**src/rtl/lrd_pkg.sv**
```systemverilog
package lrd_pkg;

   // Attribute nibble: bit0 read, bit1 write, bit2 cache, bit3 master
   typedef struct packed {
      logic ms;
      logic ca;
      logic wr;
      logic rd;
   } lrd_attr_t;

   localparam int REG_CTRL = 0;
   localparam int REG_TOP  = 1;
   localparam int REG_WIN  = 2;
   localparam int REG_SEG0 = 3;
   localparam int A20_BIT  = 21;
   localparam int LANES_PER_WORD = 8;

   localparam logic [31:0] LEGACY_LO = 32'h000A_0000;
   localparam logic [31:0] LEGACY_HI = 32'h0010_0000;
   localparam logic [31:0] SEG_BASE  = 32'h000C_0000;

   function automatic logic [31:0] win_lo(input int k);
      case (k)
         0:       return 32'h000A_0000;
         1:       return 32'h000B_0000;
         default: return 32'h000B_8000;
      endcase
   endfunction

   function automatic logic [31:0] win_hi(input int k);
      case (k)
         0:       return 32'h000B_0000;
         1:       return 32'h000B_8000;
         default: return 32'h000C_0000;
      endcase
   endfunction

endpackage

```
**src/rtl/lrd_cfg_regs.sv**
```systemverilog
module lrd_cfg_regs
   import lrd_pkg::*;
#(
   parameter int ADDR_W  = 32,
   parameter int NUM_WIN = 3,
   parameter int NUM_SEG = 16,
   parameter int CFG_AW  = 3
) (
   input  logic              clk,
   input  logic              rst_n,
   input  logic              cfg_we,
   input  logic [CFG_AW-1:0] cfg_addr,
   input  logic [31:0]       cfg_wdata,
   output logic              a20_mask,
   output logic [NUM_WIN-1:0] steer,
   output logic [ADDR_W-1:0] top,
   output lrd_attr_t         win_attr [NUM_WIN],
   output lrd_attr_t         seg_attr [NUM_SEG]
);

   logic sel_ctrl, sel_top, sel_win;
   assign sel_ctrl = cfg_we && (cfg_addr == CFG_AW'(REG_CTRL));
   assign sel_top  = cfg_we && (cfg_addr == CFG_AW'(REG_TOP));
   assign sel_win  = cfg_we && (cfg_addr == CFG_AW'(REG_WIN));

   always_ff @(posedge clk) begin
      if (!rst_n) begin
         a20_mask <= 1'b0;
         steer    <= '0;
      end else if (sel_ctrl) begin
         a20_mask <= cfg_wdata[A20_BIT];
         steer    <= cfg_wdata[NUM_WIN-1:0];
      end
   end

   always_ff @(posedge clk) begin
      if (!rst_n)
         top <= '0;
      else if (sel_top)
         top <= cfg_wdata[ADDR_W-1:0];
   end

   for (genvar k = 0; k < NUM_WIN; k++) begin : g_win
      always_ff @(posedge clk) begin
         if (!rst_n)
            win_attr[k] <= '0;
         else if (sel_win)
            win_attr[k] <= lrd_attr_t'(cfg_wdata[4*k +: 4]);
      end
   end

   for (genvar i = 0; i < NUM_SEG; i++) begin : g_seg
      localparam int WORD = REG_SEG0 + i / LANES_PER_WORD;
      localparam int LANE = i % LANES_PER_WORD;
      always_ff @(posedge clk) begin
         if (!rst_n)
            seg_attr[i] <= '0;
         else if (cfg_we && (cfg_addr == CFG_AW'(WORD)))
            seg_attr[i] <= lrd_attr_t'(cfg_wdata[4*LANE +: 4]);
      end
   end

   AST_RESET_CLEARS: assert property (@(posedge clk)
      !rst_n |=> (!a20_mask && steer == '0 && top == '0));

endmodule

```
**src/rtl/lrd_a20_gate.sv**
```systemverilog
module lrd_a20_gate
   import lrd_pkg::*;
#(
   parameter int ADDR_W = 32
) (
   input  logic [ADDR_W-1:0] addr_in,
   input  logic              mask_en,
   input  logic              smm,
   output logic [ADDR_W-1:0] addr_out
);

   always_comb begin
      addr_out = addr_in;
      if (mask_en && !smm)
         addr_out[A20_BIT-1] = 1'b0;
   end

endmodule

```
**src/rtl/lrd_region_lookup.sv**
```systemverilog
module lrd_region_lookup
   import lrd_pkg::*;
#(
   parameter int ADDR_W    = 32,
   parameter int NUM_WIN   = 3,
   parameter int NUM_SEG   = 16,
   parameter int SEG_SHIFT = 14
) (
   input  logic [ADDR_W-1:0]  maddr,
   input  logic [ADDR_W-1:0]  top,
   input  logic [NUM_WIN-1:0] steer,
   input  lrd_attr_t          win_attr [NUM_WIN],
   input  lrd_attr_t          seg_attr [NUM_SEG],
   output lrd_attr_t          attr,
   output logic               to_gfx,
   output logic               above_top
);

   logic [31:0] m32, t32;
   assign m32 = 32'(maddr);
   assign t32 = 32'(top);

   logic [NUM_WIN-1:0] win_hit;
   logic [NUM_SEG-1:0] seg_hit;
   logic               in_legacy;

   for (genvar k = 0; k < NUM_WIN; k++) begin : g_win_hit
      assign win_hit[k] = (m32 >= win_lo(k)) && (m32 < win_hi(k));
   end

   for (genvar i = 0; i < NUM_SEG; i++) begin : g_seg_hit
      localparam logic [31:0] LO = SEG_BASE + (32'(i) << SEG_SHIFT);
      localparam logic [31:0] HI = LO + (32'd1 << SEG_SHIFT);
      assign seg_hit[i] = (m32 >= LO) && (m32 < HI);
   end

   assign in_legacy = (m32 >= LEGACY_LO) && (m32 < LEGACY_HI);

   always_comb begin
      logic [3:0] bits;
      logic       gfx;
      bits = '0;
      gfx  = 1'b0;
      for (int k = 0; k < NUM_WIN; k++) begin
         if (win_hit[k]) begin
            bits = bits | win_attr[k];
            gfx  = gfx | steer[k];
         end
      end
      for (int i = 0; i < NUM_SEG; i++) begin
         if (seg_hit[i])
            bits = bits | seg_attr[i];
      end
      above_top = !in_legacy && (m32 >= t32);
      if (!in_legacy)
         bits = above_top ? 4'h0 : 4'hF;
      attr   = lrd_attr_t'(bits);
      to_gfx = gfx;
   end

endmodule

```
**src/rtl/legacy_region_decoder.sv**
```systemverilog
module legacy_region_decoder
   import lrd_pkg::*;
#(
   parameter int ADDR_W    = 32,
   parameter int NUM_WIN   = 3,
   parameter int NUM_SEG   = 16,
   parameter int SEG_SHIFT = 14,
   parameter int CFG_AW    = 3
) (
   input  logic              clk,
   input  logic              rst_n,
   input  logic              cfg_we,
   input  logic [CFG_AW-1:0] cfg_addr,
   input  logic [31:0]       cfg_wdata,
   input  logic              acc_valid,
   input  logic [ADDR_W-1:0] acc_addr,
   input  logic              acc_write,
   input  logic              acc_cache_req,
   input  logic              acc_master,
   input  logic              acc_smm,
   output logic              res_valid,
   output logic [ADDR_W-1:0] res_addr,
   output logic              res_read_ok,
   output logic              res_write_ok,
   output logic              res_cacheable,
   output logic              res_master_ok,
   output logic              res_to_gfx,
   output logic              res_blocked,
   output logic              res_above_top
);

   localparam int NUM_REGS = REG_SEG0 + (NUM_SEG + LANES_PER_WORD - 1) / LANES_PER_WORD;

   if (ADDR_W < 21 || ADDR_W > 32) begin : g_bad_addr_w
      $error("ADDR_W must lie in 21..32");
   end
   if (NUM_WIN != 3) begin : g_bad_num_win
      $error("NUM_WIN must be 3");
   end
   if ((NUM_SEG << SEG_SHIFT) != 32'h0004_0000) begin : g_bad_seg
      $error("segments must tile C0000h-FFFFFh exactly");
   end
   if ((1 << CFG_AW) < NUM_REGS) begin : g_bad_cfg_aw
      $error("CFG_AW too small for register count");
   end

   logic              a20_mask;
   logic [NUM_WIN-1:0] steer;
   logic [ADDR_W-1:0] top;
   lrd_attr_t         win_attr [NUM_WIN];
   lrd_attr_t         seg_attr [NUM_SEG];
   logic [ADDR_W-1:0] maddr;
   lrd_attr_t         attr;
   logic              to_gfx, above_top;

   lrd_cfg_regs #(
      .ADDR_W(ADDR_W), .NUM_WIN(NUM_WIN), .NUM_SEG(NUM_SEG), .CFG_AW(CFG_AW)
   ) u_cfg (
      .clk(clk), .rst_n(rst_n), .cfg_we(cfg_we), .cfg_addr(cfg_addr),
      .cfg_wdata(cfg_wdata), .a20_mask(a20_mask), .steer(steer), .top(top),
      .win_attr(win_attr), .seg_attr(seg_attr)
   );

   lrd_a20_gate #(.ADDR_W(ADDR_W)) u_a20 (
      .addr_in(acc_addr), .mask_en(a20_mask), .smm(acc_smm), .addr_out(maddr)
   );

   lrd_region_lookup #(
      .ADDR_W(ADDR_W), .NUM_WIN(NUM_WIN), .NUM_SEG(NUM_SEG), .SEG_SHIFT(SEG_SHIFT)
   ) u_lookup (
      .maddr(maddr), .top(top), .steer(steer), .win_attr(win_attr),
      .seg_attr(seg_attr), .attr(attr), .to_gfx(to_gfx), .above_top(above_top)
   );

   logic dir_ok, blocked;
   assign dir_ok  = acc_write ? attr.wr : attr.rd;
   assign blocked = !dir_ok || (acc_master && !attr.ms);

   always_ff @(posedge clk) begin
      if (!rst_n || !acc_valid) begin
         res_valid     <= 1'b0;
         res_addr      <= '0;
         res_read_ok   <= 1'b0;
         res_write_ok  <= 1'b0;
         res_cacheable <= 1'b0;
         res_master_ok <= 1'b0;
         res_to_gfx    <= 1'b0;
         res_blocked   <= 1'b0;
         res_above_top <= 1'b0;
      end else begin
         res_valid     <= 1'b1;
         res_addr      <= maddr;
         res_read_ok   <= attr.rd;
         res_write_ok  <= attr.wr;
         res_cacheable <= attr.ca && acc_cache_req;
         res_master_ok <= attr.ms;
         res_to_gfx    <= to_gfx;
         res_blocked   <= blocked;
         res_above_top <= above_top;
      end
   end

   AST_A20_CLEARS: assert property (@(posedge clk) disable iff (!rst_n)
      acc_valid && !acc_smm && a20_mask |=> !res_addr[A20_BIT-1]);
   AST_SMM_EXEMPT: assert property (@(posedge clk) disable iff (!rst_n)
      acc_valid && acc_smm |=> res_addr == $past(acc_addr));
   AST_LOW_FULL: assert property (@(posedge clk) disable iff (!rst_n)
      res_valid && !res_above_top && 32'(res_addr) < LEGACY_LO
      |-> res_read_ok && res_write_ok && res_master_ok && !res_blocked);
   AST_ABOVE_NONE: assert property (@(posedge clk) disable iff (!rst_n)
      res_above_top |-> !res_read_ok && !res_write_ok && !res_cacheable
                        && !res_master_ok && res_blocked);
   AST_CACHE_NEEDS_REQ: assert property (@(posedge clk) disable iff (!rst_n)
      res_cacheable |-> $past(acc_cache_req));
   AST_GFX_IN_WINDOW: assert property (@(posedge clk) disable iff (!rst_n)
      res_to_gfx |-> 32'(res_addr) >= LEGACY_LO && 32'(res_addr) < SEG_BASE);
   AST_VALID_FOLLOWS: assert property (@(posedge clk) disable iff (!rst_n)
      acc_valid |=> res_valid);
   AST_IDLE_QUIET: assert property (@(posedge clk) disable iff (!rst_n)
      !res_valid |-> res_addr == '0 && !res_read_ok && !res_write_ok && !res_cacheable
                     && !res_master_ok && !res_to_gfx && !res_blocked && !res_above_top);

endmodule

```
**config.mk**
```make
export PLATFORM = sky130hd
export DESIGN_NAME = legacy_region_decoder
export DESIGN_NICKNAME = d
export VERILOG_FILES = /design/src/rtl/lrd_pkg.sv /design/src/rtl/lrd_cfg_regs.sv /design/src/rtl/lrd_a20_gate.sv /design/src/rtl/lrd_region_lookup.sv /design/src/rtl/legacy_region_decoder.sv
export SDC_FILE = /design/constraint.sdc
export NUM_CORES = 1
export LEC_CHECK = 0
export ABC_CLOCK_PERIOD_IN_PS = 5000
export BUFFER_PORTS_ARGS = -buffer_cell sky130_fd_sc_hd__buf_4
export CORE_MARGIN = 3
export CORE_UTILIZATION = 50
export DETAILED_ROUTE_END_ITERATION = 8
export GPL_TIMING_DRIVEN = 0
export PLACE_DENSITY = 0.77
export SLEW_MARGIN = 20
export SYNTH_ARGS = -nofsm -noshare
export SYNTH_HDL_FRONTEND = slang
export SYNTH_SLANG_ARGS = --single-unit
```
**constraint.sdc**
```tcl
create_clock -name clk -period 5 [get_ports clk]
set_input_delay 0.75 -clock clk [delete_from_list [all_inputs] [get_ports clk]]
set_output_delay 0.75 -clock clk [all_outputs]
set_load 0.01 [all_outputs]
```
; ---- After elaboration in Yosys (flattened, before gate mapping)
; Cells that the tools add are included.
[word_totals]
ff_bits = 152
inputBits = 75
output_inout_bits = 40
wordCells = 216
[classes]
magnitude_cmp = 39
n_eq_ne = 4
n_mux = 27
n_bitwise = 20
reduce_logical = 38
[ops]
columns = op, count
row1 = $ge A32 B20 Y1 const B, 19
row2 = $lt A32 B20 Y1 const B, 18
row3 = $mux W4, 21
row4 = $or A4 B4 Y4, 18
row5 = $ge A32 B32 Y1, 1
row6 = $lt A32 B21 Y1 const B, 1
row7 = $logic_and A1 B1 Y1, 29
row8 = $eq A3 B2 Y1 const B, 2
row9 = $logic_not A1 Y1, 6
row10 = $mux W1, 6
row11 = $eq A3 B1 Y1 const B, 1
row12 = $eq A3 B3 Y1 const B, 1
row13 = $logic_not A3 Y1, 1
row14 = $logic_or A1 B1 Y1, 2
row15 = $or A1 B1 Y1, 2

; ---- Depth between registers and ports, before layout
; Gate-level depths: netlist of run 1.
[logic_depth]
ltp_word = 46
depth_mapped = 9
mapped_depth_nobuf = 9

; ---- By module
; From an unflattened synthesis of run 1, not the netlist that was laid out.
[hier_totals]
hier_cells = 770
area_unflattened_um2 = 7265.7
[modules_own_cells]
columns = module, n_inst, cells_per_inst, area_per_inst_um2, seq_area_each_um2
row1 = lrd_cfg_regs, 1, 401, 4135.2, 2242.2
row2 = lrd_region_lookup, 1, 246, 1731.7, 0.0
row3 = legacy_region_decoder, 1, 90, 1154.9, 800.8
row4 = lrd_a20_gate, 1, 33, 244.0, 0.0

; ---- Least setup slack after synthesis of run 1
; No wires, ideal clock.
[synth_timing]
kind = input to register
start = input port acc_smm
end = register res_blocked
setup_time_ns = 0.059
arrival_time_ns = 2.377
t_required_ns = 4.941
path_slack_ns = 2.564
stages = 9
path_buffers = 0
path_cell_list = nor2b_1 -> nor2_1 -> ha_1 -> and4_1 -> nand2_1 -> a2111oi_0 -> o31ai_1 -> a21oi_1 -> o31a_1
[synth_between]
elab_chain_len = 46
elab_cells_between_ends = 108
classes_between = 39 x order compare / 23 x mux / 18 x bitwise / 28 x reduce/logical
[synth_rtl]
columns = element, line
row1 = "start, declared", legacy_region_decoder.sv:20  ; input logic acc_smm,
row2 = $logic_not A1 Y1 (*), lrd_a20_gate.sv:14  ; if (mask_en && !smm)
row3 = $logic_and A1 B1 Y1 (*), lrd_a20_gate.sv:14
row4 = $mux W1 (*), lrd_a20_gate.sv:14
row5 = via maddr[20], legacy_region_decoder.sv:52  ; logic [ADDR_W-1:0] maddr;
row6 = $ge A32 B20 Y1 / $lt A32 B20 Y1 (equally long branches), "lrd_region_lookup.sv:28, lrd_region_lookup.sv:37"
row7 = $logic_and A1 B1 Y1, lrd_region_lookup.sv:28  ; assign win_hit[k] = (m32 >= win_lo(k)) && (m32 < win_hi(k));
row8 = $mux W4, lrd_region_lookup.sv:45  ; if (win_hit[k]) begin
row9 = $or A4 B4 Y4, lrd_region_lookup.sv:46  ; bits = bits | win_attr[k];
row10 = [... 31 more ...], --
row11 = $or A4 B4 Y4, lrd_region_lookup.sv:52  ; bits = bits | seg_attr[i];
row12 = $mux W4, lrd_region_lookup.sv:51  ; if (seg_hit[i])
row13 = $or A4 B4 Y4, lrd_region_lookup.sv:52
row14 = $mux W4, lrd_region_lookup.sv:51
row15 = $mux W4 (*), lrd_region_lookup.sv:55  ; if (!in_legacy)
row16 = $mux W1 / $logic_not A1 Y1 (equally long branches), "legacy_region_decoder.sv:76, legacy_region_decoder.sv:77"
row17 = $logic_not A1 Y1 / $logic_and A1 B1 Y1 (equally long branches), legacy_region_decoder.sv:77  ; assign blocked = !dir_ok || (acc_master && !attr.ms);
row18 = $logic_or A1 B1 Y1 (*), legacy_region_decoder.sv:77
row19 = "end signal, assigned", legacy_region_decoder.sv:98  ; res_blocked <= blocked;
row20 = "end, declared", legacy_region_decoder.sv:28  ; output logic res_blocked,
; The timed path passes the listed nets; every way through them passes the cells marked *.
; A chain may end at the register's enable or synchronous reset.

; ---- Final worst setup path of run 1
; Same ends and word-level chain as after synthesis.

==> out/qor.yml, run 1 <==
status:
  outcome: "completed"
cts:
  cts_buffers: 17
  insertion_delay_ns: 0.43
  cts_resized: 0
  cts_tree: "yes"
  cts.sinks: 152
  postCtsSetupRepairBufs: 0
  clkTransAtPathRegs_ns: 0.06
  ctsHoldBuffers: 0
  clockBufferDepth: 2
  htree_levels: 4
  root_buffer: "clkbuf_16"
worst_setup_path:
  crit_chain: "buf_4 -> nor2b_1 -> nor2_1 -> ha_1 -> and4_1 -> nand2_1 -> a2111oi_0 -> o31ai_1 -> a21oi_1 -> o31a_1"
  crit_required_ns: 5.37
  path_delay_family: "compound AO/OA/AOI/OAI gates"
  critPathMaxFanout: 6
  worstPathArrival_ns: 2.89
  cp_num_buf_inv: 1
  endpoint_kind: "flip-flop"
  worstSetupPathType: "input port to flip-flop"
  critPathLaunchType: "input port"
  slowest_delay_ns: 0.47
  crit_path_top_delay_cell: "a2111oi_0"
layout:
  area_growth_pct: 24.7
  drive_gt1_share_pct: 16.9
  layout.nets: 1071
  final_cells: 1152
  antennaDiodeCount: 0
  nFillCells: 1198
routing:
  ant_nets: 0
  routedWlPerCell_um: 18.9
  drt_iter0_drc: 574
  routed_wl_um: 21800
  vias_per_cell: 5.57
  drc: 0
  first_pass_iters: 5
  via_count: 6414
floorplanning:
  die_h_um: 124
  core_area_um2: 13500
  die-area_um2: 15500
  start_util_pct: 52.1
  die_w_um: 124
  rows: 42
  pin_count: 115
sta:
  hold_violations: 0
  setup_viol: 0
  finalSetupTns_ns: 0
  period_needed_ns: 2.52
  tightest_slew_ns: 0.789
  slew_headroom_pct: 46.1
  fmax_mhz: 396
  fin_crit_sh_pct: 50.5
  drv_slew: 0
  grt_setup_unrepaired: "false"
  skew_ns: 0.00639
synthesis:
  synthMuxAreaShare_pct: 4.45
  postSynthAreaPerCell_um2: 8.43
  yosys_register_bits: 152
  synth-xor-area-share_pct: 0
  async_flop_share_pct: 0
  synthCells: 831
  ys_types: 56
  netlist_area_um2: 7010
  synthAdderAreaFrac_pct: 5.71
  yosysWarningCount: 0
  synth_nets: 938
  ys_seq_area_share_pct: 43.4
  synth-compound-area-share_pct: 17.9
  synth_top_family_by_area: "simple AND/OR/NAND/NOR gates"
  ys.flop_type: "dfxtp_1"
  synth_edf_count: 0
  synth-simple-area-share_pct: 23.1
min_path:
  hold_class: "flip-flop to flip-flop"
run:
  drv_cap: 0
grt:
  grt_pass1_wl_um: 33500
  grt_max_degree: 17
  track_usage_pct: 27.8
  overflow: 0
  grt_pass1_vias: 6153
  antenna_found_initial: 0
place:
  dp_cells: 1121
  dp_hpwl_um: 16800
  port_buffers: 114
  gp_congestion: 0.996
pwr:
  peakVddDrop_mv: 0.222
  power_leakage_nw: 3.39
  power.density_nw_per_um2: 341
  power_mw: 2.98
-- cells by family (layout without fill, tap and decap cells) --
| family | Yosys count | in the layout |
|---|---|---|
| AO/OA/AOI/OAI | 173 | 173 |
| multiplexers | 25 | 25 |
| AND/OR/NAND/NOR | 355 | 355 |
| adder cells (fa/ha/maj) | 32 | 32 |
| buffers and inverters | 94 | 239 |
| flip-flops | 152 | 152 |
-- final timing paths --
path	start	endpoint	slack [ns]	depth (start not counted)
setup / recovery	acc_smm	res_blocked	2.48	10
hold / removal	u_cfg.win_attr[3]	u_cfg.win_attr[3]	0.46	2
setup reg to reg	u_cfg.a20_mask	res_blocked	2.56	9
hold reg to reg	u_cfg.win_attr[3]	u_cfg.win_attr[3]	0.46	2
-- routing by layer --
metal | part of all wire, % | wire length, µm | track usage, % | vias up
li1 | - | - | - | 3098
met1 | 43 | 9270 | 35.5 | 2987
met2 | 46 | 9950 | 44.6 | 282
met3 | 8.7 | 1900 | 7.50 | 47
met4 | 3.1 | 668 | 11.0 | 0
met5 | 0 | 0 | 0 | -
-- cell usage in the layout, fill, tap and decap left out, drive strengths merged, types with 3 or more instances in the layout --
master,synthesis,routed
nand3b,7,7
mux2i,18,18
inv,38,38
and3,35,35
nor3,12,12
clkbuf,43,60
mux2,3,3
o21ai,9,9
dfxtp,152,152
or3b,3,3
o211ai,5,5
ha,32,32
buf,13,127
a31oi,3,3
nand2,234,234
nand3,11,11
o32ai,3,3
nor3b,4,4
a21oi,16,16
nand4,5,5
nor2b,6,6
nor2,17,17
a22oi,4,4
clkinv,0,4
a211oi,5,5
bufinv,0,6
and2,4,4
clkinvlp,0,4
nand4b,4,4
a21o,3,3
a21boi,108,108
mux4,4,4
-- metrics by stage --
| step | util (%) | hold WS (ns) | instance area, µm² | worst slack (ns) |
|---|---|---|---|---|
| detailed placement | 60.1 | 0.453 | 8080 | 2.05 |
| global placement | 60.1 | 0.446 | 8080 | 2.02 |
| floorplan | - | 0.438 | 7010 | 2.56 |
| CTS | 65.0 | 0.463 | 8740 | 2.46 |
| global route | 65.0 | 0.488 | 8740 | 2.24 |
| finish | 65.0 | 0.462 | 8740 | 2.48 |
-- registers in the layout (all words and copies together), names as in the netlist --
register	count
res_above_top	1
res_read_ok	1
u_cfg.steer	3
res_master_ok	1
res_to_gfx	1
res_valid	1
res_cacheable	1
res_write_ok	1
res_blocked	1
res_addr	32
u_cfg.a20_mask	1
u_cfg.seg_attr	64
u_cfg.top	32
u_cfg.win_attr	12
-- power breakdown --
part,leakage (nW),switching [mW],internal (mW),total (mW)
Clock,0.311,0.504,0.928,1.43
Sequential,1.23,0.0144,1.24,1.26
Combinational,1.85,0.165,0.125,0.290
-- Yosys cell counts, types with 4 or more instances --
library cell | n | area (µm²)
nor3_1 | 12 | 60.1
a21oi_1 | 16 | 80.1
a22oi_1 | 4 | 30.0
and3_1 | 35 | 219
nand3b_1 | 7 | 52.6
nand3_1 | 11 | 55.1
clkbuf_1 | 43 | 161
a21boi_0 | 108 | 811
buf_2 | 9 | 45.0
o21ai_0 | 8 | 40.0
nand2_1 | 234 | 878
ha_1 | 32 | 400
nand4_1 | 5 | 31.3
inv_1 | 38 | 143
a211oi_1 | 5 | 37.5
nor2_1 | 17 | 63.8
nand4b_1 | 4 | 35.0
dfxtp_1 | 152 | 3040
o211ai_1 | 5 | 37.5
mux2i_1 | 18 | 180
nor2b_1 | 6 | 37.5
nor3b_1 | 4 | 30.0
-- final cells by class --
class	instances	area (µm²)	area share, %
Clock buffer	17	425	4.87
Buffer	56	236	2.71
Inverter	38	143	1.63
Tap cell	176	220	2.52
Sequential cell	152	3040	34.8
Timing Repair Buffer	114	856	9.79
Clock inverter	14	230	2.63
Multi-Input combinational cell	585	3580	41.0
-- tightest hold or removal path, stage by stage (launching register included) --
cell and delay (ns):
dfxtp_1 0.31, nand2_1 0.05, a21boi_0 0.06
Note: power is estimated with default switching activity, not from simulation.
==> run 2, diff against run 1 <==
--- a/config.mk
+++ b/config.mk
@@ -5,7 +5,8 @@
 export SDC_FILE = /design/constraint.sdc
 export NUM_CORES = 1
 export LEC_CHECK = 0
-export ABC_CLOCK_PERIOD_IN_PS = 5000
+export ABC_AREA = 1
+export ABC_CLOCK_PERIOD_IN_PS = 2510
 export BUFFER_PORTS_ARGS = -buffer_cell sky130_fd_sc_hd__buf_4
 export CORE_MARGIN = 3
 export CORE_UTILIZATION = 50
==> constraint.sdc (replaced) <==
create_clock -name clk -period 2.51 [get_ports clk]
set_input_delay 0.3765 -clock clk [delete_from_list [all_inputs] [get_ports clk]]
set_output_delay 0.3765 -clock clk [all_outputs]
set_load 0.01 [all_outputs]
==> run 2 against run 1 <==
  * Synthesized area shrank 0.16%
  * Hold slack lost 0.30 ns
  * Sequential cell count unchanged
  * Combinational power is 110% higher
  * Non-clock buffer count fell by 16
  * Global-route usage grew 0.15 points
  * Critical path depth up 5
  * Sequential power grew 100%
  * Die area is 0.15% lower
  * Largest power group unchanged
  * Highest routed layer unchanged
==> out/qor.yml, run 2 <==
status:
  outcome: "completed"
place:
  port_buffers: 114  # unchanged
  dp_hpwl_um: 17100  # +1.9%
  preCtsSetupSlack_ns: -0.310  # -2.36 ns
  gp_congestion: 0.965  # -3.1%
grt:
  grt_pass1_vias: 6139  # -0.23%
  overflow: 0  # unchanged
  grt_max_degree: 17  # unchanged
  track_usage_pct: 27.9  # +0.15 points
  grt_pass1_wl_um: 33700  # +0.72%
  antenna_found_initial: 0  # unchanged
synthesis:
  netlist_area_um2: 7000  # -0.16%
  synthMuxAreaShare_pct: 0  # -4.4 points
  ys.flop_type: "dfxtp_1"
  synth-compound-area-share_pct: 17.4  # -0.56 points
  synth_common_cells: "152 x dfxtp_1, 148 x nor2_1, 140 x inv_1, 121 x o21ai_0, 98 x a21oi_1"
  ys_types: 36  # -36%
  synth_edf_count: 0  # unchanged
  synth-xor-area-share_pct: 0  # unchanged
  synth-simple-area-share_pct: 22.9  # -0.16 points
  synth_top_cells_by_area: "dfxtp_1 43%, o21ai_0 8.7%, nor2_1 7.9%"
  synth_top_area_cell: "dfxtp_1"
  ys_seq_area_share_pct: 43.5  # +0.070 points
  postSynthAreaPerCell_um2: 7.46  # -12%
  async_flop_share_pct: 0  # unchanged
  synthAdderAreaFrac_pct: 5.72  # +0.0092 points
  synth_top_family_by_area: "simple AND/OR/NAND/NOR gates"
  yosys_register_bits: 152  # unchanged
  synth_nets: 1045  # +11%
  yosysWarningCount: 0  # unchanged
  synth_top_area_share_pct: 43.5  # +0.070 points
  synth.most_common_cell: "dfxtp_1"
  synthCells: 938  # +13%
pwr:
  switching_share_pct: 24.3  # +1.4 points
  pwr-share-seq_pct: 43.1  # +0.9 points
  intPower_mw: 4.44  # +94%
  peakVddDrop_mv: 0.423  # +90%
  pwr-share-clk_pct: 46.6  # -1.5 points
  power_switching_mw: 1.43  # +110%
  combPwrFrac_pct: 10.3  # +0.6 points
  power_leakage_nw: 3.88  # +14%
  power_mw: 5.87  # +97%
  power.density_nw_per_um2: 672  # +97%
routing:
  drc: 0  # unchanged
  first_pass_iters: 5  # unchanged
  drt_iter0_drc: 743  # +29%
  via_count: 6835  # +6.6%
  routed_wl_um: 22000  # +1.1%
  vias_per_cell: 5.42  # -2.6%
  routedWlPerCell_um: 17.5  # -7.5%
  ant_nets: 0  # unchanged
sta:
  setup_viol: 0  # unchanged
  drv_slew: 0  # unchanged
  skew_ns: 0.00535  # -0.00104 ns
  fin_crit_sh_pct: 93.8
  period_needed_ns: 2.35
  slew_headroom_pct: 47.5  # +1.4 points
  tightest_slew_ns: 0.780  # -0.00838 ns
  fmax_mhz: 425
  grt_setup_unrepaired: "false"
  hold_violations: 0  # unchanged
  setup_slack_ns: 0.155  # -2.32 ns
layout:
  largest_register_ffs: 64  # unchanged
  drive_gt1_share_pct: 18.0  # +1.1 points
  final_common_cell: "dfxtp_1"
  layout.nets: 1178  # +10%
  layout_common_cells: "151 x dfxtp_1, 147 x nor2_1, 140 x inv_1"
  antennaDiodeCount: 0  # unchanged
  nFillCells: 1247  # +4.1%
  reg_top3: "u_cfg.seg_attr x64, res_addr x32, u_cfg.top x32"
  regMostFlops: "u_cfg.seg_attr"
  area_growth_pct: 24.8
cts:
  cts_buffers: 17  # unchanged
  clockBufferDepth: 2  # unchanged
  postCtsSetupRepairBufs: 0  # unchanged
  cts.sinks: 152  # unchanged
  clkTransAtPathRegs_ns: 0.06  # about the same
  htree_levels: 4  # unchanged
  insertion_delay_ns: 0.42  # about the same
  ctsHoldBuffers: 0  # unchanged
  cts_tree: "yes"
  root_buffer: "clkbuf_16"
worst_setup_path:
  worstPathArrival_ns: 2.68  # -0.21 ns
  crit_required_ns: 2.84  # -2.53 ns
  endpoint_kind: "flip-flop"
  critPathLaunchType: "flip-flop"
  critPathMaxFanout: 7  # +1
  worstSetupPathType: "flip-flop to flip-flop"
floorplanning:
  die_h_um: 124  # about the same
  rows: 42  # unchanged
  pin_count: 115  # unchanged
  core_area_um2: 13500  # unchanged
  die-area_um2: 15400  # -0.15%
  die_w_um: 124  # about the same
  start_util_pct: 52.0  # -0.084 points
run:
  drv_cap: 0  # unchanged
min_path:
  hold_class: "input port to flip-flop"
-- run 2: cell count changes after synthesis, sizes merged, moves of 9 or more --
cell	delta
and3	-34
a21boi	-108
clkbuf	-9
mux2i	-18
nor2	+144
a21oi	+83
nand3	+28
nand2	-167
inv	+110
nand4	+36
o21ai	+116
-- run 2: per-stage QoR --
stage | setup TNS [ns] | utilization, % | hold WS [ns] | std cells | cell area, µm²
2_1_floorplan | 0 | - | 0.424 | 938 | 7000
6_report | 0 | 64.9 | 0.167 | 1260 | 8730
4_1_cts | 0 | 64.8 | 0.160 | 1260 | 8720
3_5_place_dp | -1.30 | 60.0 | 0.442 | 1228 | 8070
3_3_place_gp | -1.10 | 60.0 | 0.434 | 1228 | 8070
5_1_grt | 0 | 64.9 | 0.165 | 1260 | 8730
-- run 2: worst paths after layout --
check	start	end	slack [ns]	cells past startpoint
min reg2reg	u_cfg.seg_attr[48]	u_cfg.seg_attr[48]	0.45	2
max	u_cfg.a20_mask	res_write_ok	0.16	15
min	acc_cache_req	res_cacheable	0.17	3
max reg2reg	u_cfg.a20_mask	res_write_ok	0.16	15
-- run 2: logic make-up after synthesis --
logic type | after synthesis
adder cells (fa/ha/maj) | 32
flip-flops | 152
buffers and inverters | 192
AND/OR/NAND/NOR | 325
AO/OA/AOI/OAI | 237
-- run 2: critical path, cell delays in order (launching register included) --
cell and delay, ns:
dfxtp_4 0.38, nand2_1 0.09, nand2_4 0.12, inv_1 0.05, ha_1 0.26, nand2_1 0.05, nor2_2 0.09, nand4_1 0.15
nor4_4 0.25, nand4_1 0.21, nand4_1 0.23, nand2_2 0.12, nand2_2 0.10, inv_1 0.05, nand2_1 0.06, inv_1 0.04
-- run 2: cell type report --
type | count | area, µm² | area share [%]
multi-input combinational | 594 | 3250 | 37.2
sequential | 152 | 3050 | 34.9
timing repair buffer | 114 | 856 | 9.80
inverter | 152 | 571 | 6.53
clock buffer | 20 | 457 | 5.23
tap | 176 | 220 | 2.52
clock inverter | 12 | 174 | 1.99
buffer | 40 | 164 | 1.88
-- run 2: routing by layer --
layer	wire [µm]	global-route usage, %	share of wire (%)
met1	9810	38.8	44
met2	9760	42.4	44
met4	682	10.6	3.1
met3	1790	6.17	8.1
met5	0	0	0
-- run 2: power groups by stage --
stage	Combinational [mW]	Clock, mW	Sequential [mW]
detailed placement	0.586	0	2.59
global placement	0.575	0	2.58
CTS	0.595	2.75	2.53
finish	0.602	2.74	2.53
floorplan	0.291	0	2.59
global route	0.667	2.84	2.54
-- run 2: repair_timing --
| action | 4_1_cts | 5_1_grt |
|---|---|---|
| resized for setup | 4 | 4 |
| pin swaps | 3 | 4 |
| endpoints found under the setup margin | 6 | 5 |
